--- src/rtl/therm_popcount_enc.sv ---
module therm_popcount_enc #(
  parameter int K       = 4,
  parameter bit REG_OUT = 1'b1
) (
  input  logic               clk_i,
  input  logic               rst_i,
  input  logic [(1<<K)-2:0]  therm_i,
  output logic [K-1:0]       code_o
);
  localparam int N    = (1 << K) - 1;
  localparam int G    = (N + 2) / 3;
  localparam int PADN = 3 * G;
  localparam int P    = 1 << $clog2(G);

  logic [PADN-1:0]        padded;
  logic [2*P-1:1][K-1:0]  node;
  logic [K-1:0]           total;

  assign padded = PADN'(therm_i);

  for (genvar g = 0; g < P; g++) begin : g_leaf
    if (g < G) begin : g_fa
      logic a, b, c, s1, c1, s, c2, co;
      assign a  = padded[3*g];
      assign b  = padded[3*g+1];
      assign c  = padded[3*g+2];
      assign s1 = a ^ b;
      assign c1 = a & b;
      assign s  = s1 ^ c;
      assign c2 = s1 & c;
      assign co = c1 | c2;
      assign node[P+g] = K'({co, s});
    end else begin : g_nil
      assign node[P+g] = '0;
    end
  end

  for (genvar i = 1; i < P; i++) begin : g_sum
    assign node[i] = node[2*i] + node[2*i+1];
  end

  assign total = node[1];

  if (REG_OUT) begin : g_reg
    logic [K-1:0] code_q;
    always_ff @(posedge clk_i) begin
      if (rst_i) code_q <= '0;
      else       code_q <= total;
    end
    assign code_o = code_q;
  end else begin : g_comb
    assign code_o = total;
  end
endmodule

--- config.mk ---
export PLATFORM = sky130hd
export DESIGN_NAME = therm_popcount_enc
export DESIGN_NICKNAME = d
export VERILOG_FILES = /design/src/rtl/therm_popcount_enc.sv
export SDC_FILE = /design/constraint.sdc
export NUM_CORES = 1
export LEC_CHECK = 0
export ABC_AREA = 1
export CAP_MARGIN = 15
export CORE_AREA = 2 2 39 41
export CTS_CLUSTER_DIAMETER = 100
export DETAILED_ROUTE_END_ITERATION = 8
export DIE_AREA = 0 0 41 43
export GPL_ROUTABILITY_DRIVEN = 0
export GPL_TIMING_DRIVEN = 0
export HOLD_SLACK_MARGIN = 0.02
export PLACE_DENSITY = 0.67
export SLEW_MARGIN = 40
export SYNTH_ARGS = -nofsm -noshare
export SYNTH_HDL_FRONTEND = slang
export SYNTH_SLANG_ARGS = --single-unit
--- constraint.sdc ---
create_clock -name clk_i -period 3.5 [get_ports clk_i]
set_input_delay 0.7 -clock clk_i [delete_from_list [all_inputs] [get_ports clk_i]]
set_output_delay 0.7 -clock clk_i [all_outputs]
set_load 0.01 [all_outputs]
==> results list <==
- Max-Slew Margin vs Limit: 89.92%
- Seq. cell area: 80.08 um^2
- Site row count: 14
* Post-route DRC: 0
- The region available for standard cell placement spans 0.001384 mm^2.
* Power per cell area: 455.2 mW/mm^2
* Routed WL per cell: 7.741 um
- Die footprint: 0.001763 mm^2
* Post-route cell area: 675.6 um^2
- TritonCTS built the clock tree.
- Post-synthesis cell count: 46
- Post-synth ARST share: 0%
- Hold path start: rst_i
* Total cell area at the placement stage: 658.1 um^2
- Total congestion overflow: 0
- Internal power component: 0.2003 mW
- Net switching power of the design: 0.1072 mW
- CTS built an H-tree with a depth of 1.
* Portion of total power attributed to combinational logic: 59.8%
- Area share of the leading cell type in the synthesized netlist: 45.71%
- By area the synthesized netlist is led by sky130_fd_sc_hd__fa_1 (46%), sky130_fd_sc_hd__dfxtp_1 (18%), sky130_fd_sc_hd__inv_1 (18%).
* Clock Path Buffers: 2
- At the pin with the least slew margin, the transition time is 0.1507 ns.
- Global routing usage summed across all routing layers: 9.645%
- In this run the remaining antenna-violating nets after routing total 0.
- Data arrives at the worst endpoint at 3.50 ns.
- The final route contains 330 vias.
- The cell sitting at the root of the clock tree is a sky130_fd_sc_hd__clkbuf_4.
- The HPWL after detailed placement is 641.3 um.
* Antenna cells: 0
* Kind of capture point of the worst setup path: flip-flop
* Total Neg Setup Slack: 0 ns
- The number of nets handed over by synthesis was 77.
* # clock sinks: 4
* Pre-CTS WS: -0.4261 ns
- Violation count after the first detailed-route iteration: 2
- Portion of the post-synthesis area used by sequential elements: 18.29%
- Peak supply drop: 242.7 uV
* # Max-Cap Violations: 0
- Of the available clock period, the critical path in the final layout requires 96.78%.
* Worst EP required: 3.61 ns
- Net switching is 34.86% of the power.
- TritonCTS buffer count: 3
* Setup-failing EPs final: 0
- In this run the worst hold path is classified as in -> reg.
- Counting instances, the worst hold path has a depth of 2.
- Initial antenna violation count: 0
- Number of synthesized flops with an enable pin: 0
* Sequential cell fraction of total power: 22.3%
- # IOs: 21
- Setup repair after global routing left no endpoint under its margin.
* Aggregate routed wire length: 658 um
- Clock-pin slew was measured on the worst setup and hold paths at 0.04 ns.
- sky130_fd_sc_hd__inv_1 is the most common cell in the netlist.
- After filler insertion, the fill cell instance count of the layout stands at 133.
* Synth-to-layout area growth: 54.29%
* Number of warnings reported in the yosys synthesis log: 0
- In this run the vertical extent of the chip is 43 um.
- Vias in the first global route: 336
- Cell taking the most area after synthesis: sky130_fd_sc_hd__fa_1
- Post-detailed-route via-to-cell ratio: 3.882
* Maximum frequency from static timing analysis: 295.2 MHz
- The clock network is responsible for 17.9% of the overall power.
* Final max-slew violation count: 0
* Initial Util: 31.65%
* Maximum fanout along the worst path: 1
- Final worst-path setup slack: 0.1128 ns
* Input/output buffers: 20
- The worst setup path is launched from a primary input.
* Run status: finished, final reports clean
- Among all flip-flop cells after synthesis, the most frequent one is sky130_fd_sc_hd__dfxtp_1.
- Fin crit period: 3.387 ns
- At the end of the flow, the number of nets in the layout was 102.
- The synthesized netlist occupies a cell area of 437.9 um^2.
- Length of the first detailed-routing pass in iterations: 2
- Summing all multi-input logic gate instances after layout gives 289.0 um^2.
* Worst Hold Endpoint: code_o[0]
* Avg Inst Size Synth: 9.520 um^2
- The post-route netlist has 15.94% of its cells at a drive strength greater than 1.
* Post-CTS setup buffers: 0
* Count of unique library cells instantiated by Yosys: 7
- In this run, synthesis produced a sequential element count of 4.
* Max FFs per register: 4
- Cells fill 48.82% of the core in the end.
- The first global-routing pass estimated 1.138 mm of wire.
* Largest net degree at the start of global routing: 5
- Static Leak: 0.3584 nW
- The final hold violation count is 0.
- The worst setup path is of the in -> reg kind.
- In this run the horizontal extent of the chip is 41 um.
- By count the netlist is led by sky130_fd_sc_hd__inv_1 (21), sky130_fd_sc_hd__fa_1 (10), sky130_fd_sc_hd__dfxtp_1 (4), sky130_fd_sc_hd__ha_1 (4), sky130_fd_sc_hd__nor2_1 (4).
## critical path: stages
cell,delay [ns]
sky130_fd_sc_hd__dlygate4sd2_1,0.19
sky130_fd_sc_hd__inv_1,0.05
sky130_fd_sc_hd__fa_1,0.53
sky130_fd_sc_hd__inv_1,0.05
sky130_fd_sc_hd__ha_2,0.16
sky130_fd_sc_hd__fa_1,0.49
sky130_fd_sc_hd__inv_2,0.04
sky130_fd_sc_hd__fa_1,0.42
sky130_fd_sc_hd__inv_1,0.07
sky130_fd_sc_hd__ha_2,0.16
sky130_fd_sc_hd__inv_2,0.04
sky130_fd_sc_hd__fa_2,0.55
sky130_fd_sc_hd__nor2_1,0.04
## final cells by class
cell class / instances / area share (%)
multi-input cells: 21 / 42.78
repair buffers: 20 / 27.41
well taps: 16 / 2.963
clock buffers: 3 / 3.333
flip-flops and latches: 4 / 11.85
inverters: 21 / 11.67
## metrics by stage
| step | hold WS (ns) | std cells | total power, mW |
|---|---|---|---|
| 2_1_floorplan | 0.7667 | 46 | 0.1752 |
| 3_3_place_gp | 1.316 | 82 | 0.2488 |
| 3_5_place_dp | 1.319 | 82 | 0.2518 |
| 4_1_cts | 1.078 | 85 | 0.3168 |
| 5_1_grt | 1.090 | 85 | 0.3484 |
| 6_report | 1.090 | 85 | 0.3075 |
## how the worst max path moves through the flow
stage / from / endpoint / depth (start not counted)
floorplan: therm_i[0] / code_o[2] / 12
global placement: therm_i[0] / code_o[2] / 13
detailed placement: therm_i[0] / code_o[2] / 13
CTS: therm_i[2] / code_o[2] / 13
global route: therm_i[2] / code_o[2] / 13
finish: therm_i[2] / code_o[2] / 13
## power groups by stage
stage | logic, mW | clock network (mW) | registers, mW
global route | 0.215 | 0.0636 | 0.0697
global placement | 0.179 | 0 | 0.0695
CTS | 0.190 | 0.0577 | 0.0692
floorplan | 0.0959 | 0 | 0.0793
finish | 0.184 | 0.0550 | 0.0686
detailed placement | 0.182 | 0 | 0.0699
## layout by cell type, fill, tap and decap left out
cell type                         Yosys  final
sky130_fd_sc_hd__dfxtp_1              4      4
sky130_fd_sc_hd__fa_1                10      9
sky130_fd_sc_hd__inv_1               21     18
sky130_fd_sc_hd__clkbuf_4             0      3
sky130_fd_sc_hd__fa_2                 0      1
sky130_fd_sc_hd__inv_2                0      3
sky130_fd_sc_hd__ha_2                 0      3
sky130_fd_sc_hd__clkdlybuf4s50_1      0      8
sky130_fd_sc_hd__nor2_2               1      1
sky130_fd_sc_hd__nor2_1               4      4
sky130_fd_sc_hd__dlygate4sd2_1        0     12
sky130_fd_sc_hd__nand2_1              2      2
sky130_fd_sc_hd__ha_1                 4      1
## cells by family (layout without fill, tap and decap cells)
group | after synthesis | in the layout | share of synthesized area, %
buffers and inverters | 21 | 44 | 18.00
and+or+nand+nor | 7 | 7 | 6.572
adders and majority gates | 14 | 14 | 57.14
DFF | 4 | 4 | 18.29
## metal layers
layer  track usage, %  wire length [um]  vias to the layer above
met4            4.000                 0                        0
met3            4.712                51                        0
met1            10.33               257                      155
met2            15.31               349                        8
met5                0                 0                        -
li1                 -                 -                      167
## repair_timing
action | 4_1_cts | 5_1_grt
hold buffers | 0 | 0
resized for setup | 19 | 0
cloned | 0 | 0
pin swaps | 13 | 1
endpoints found under the setup margin | 2 | 2
Power figures use the tool's default switching activity.
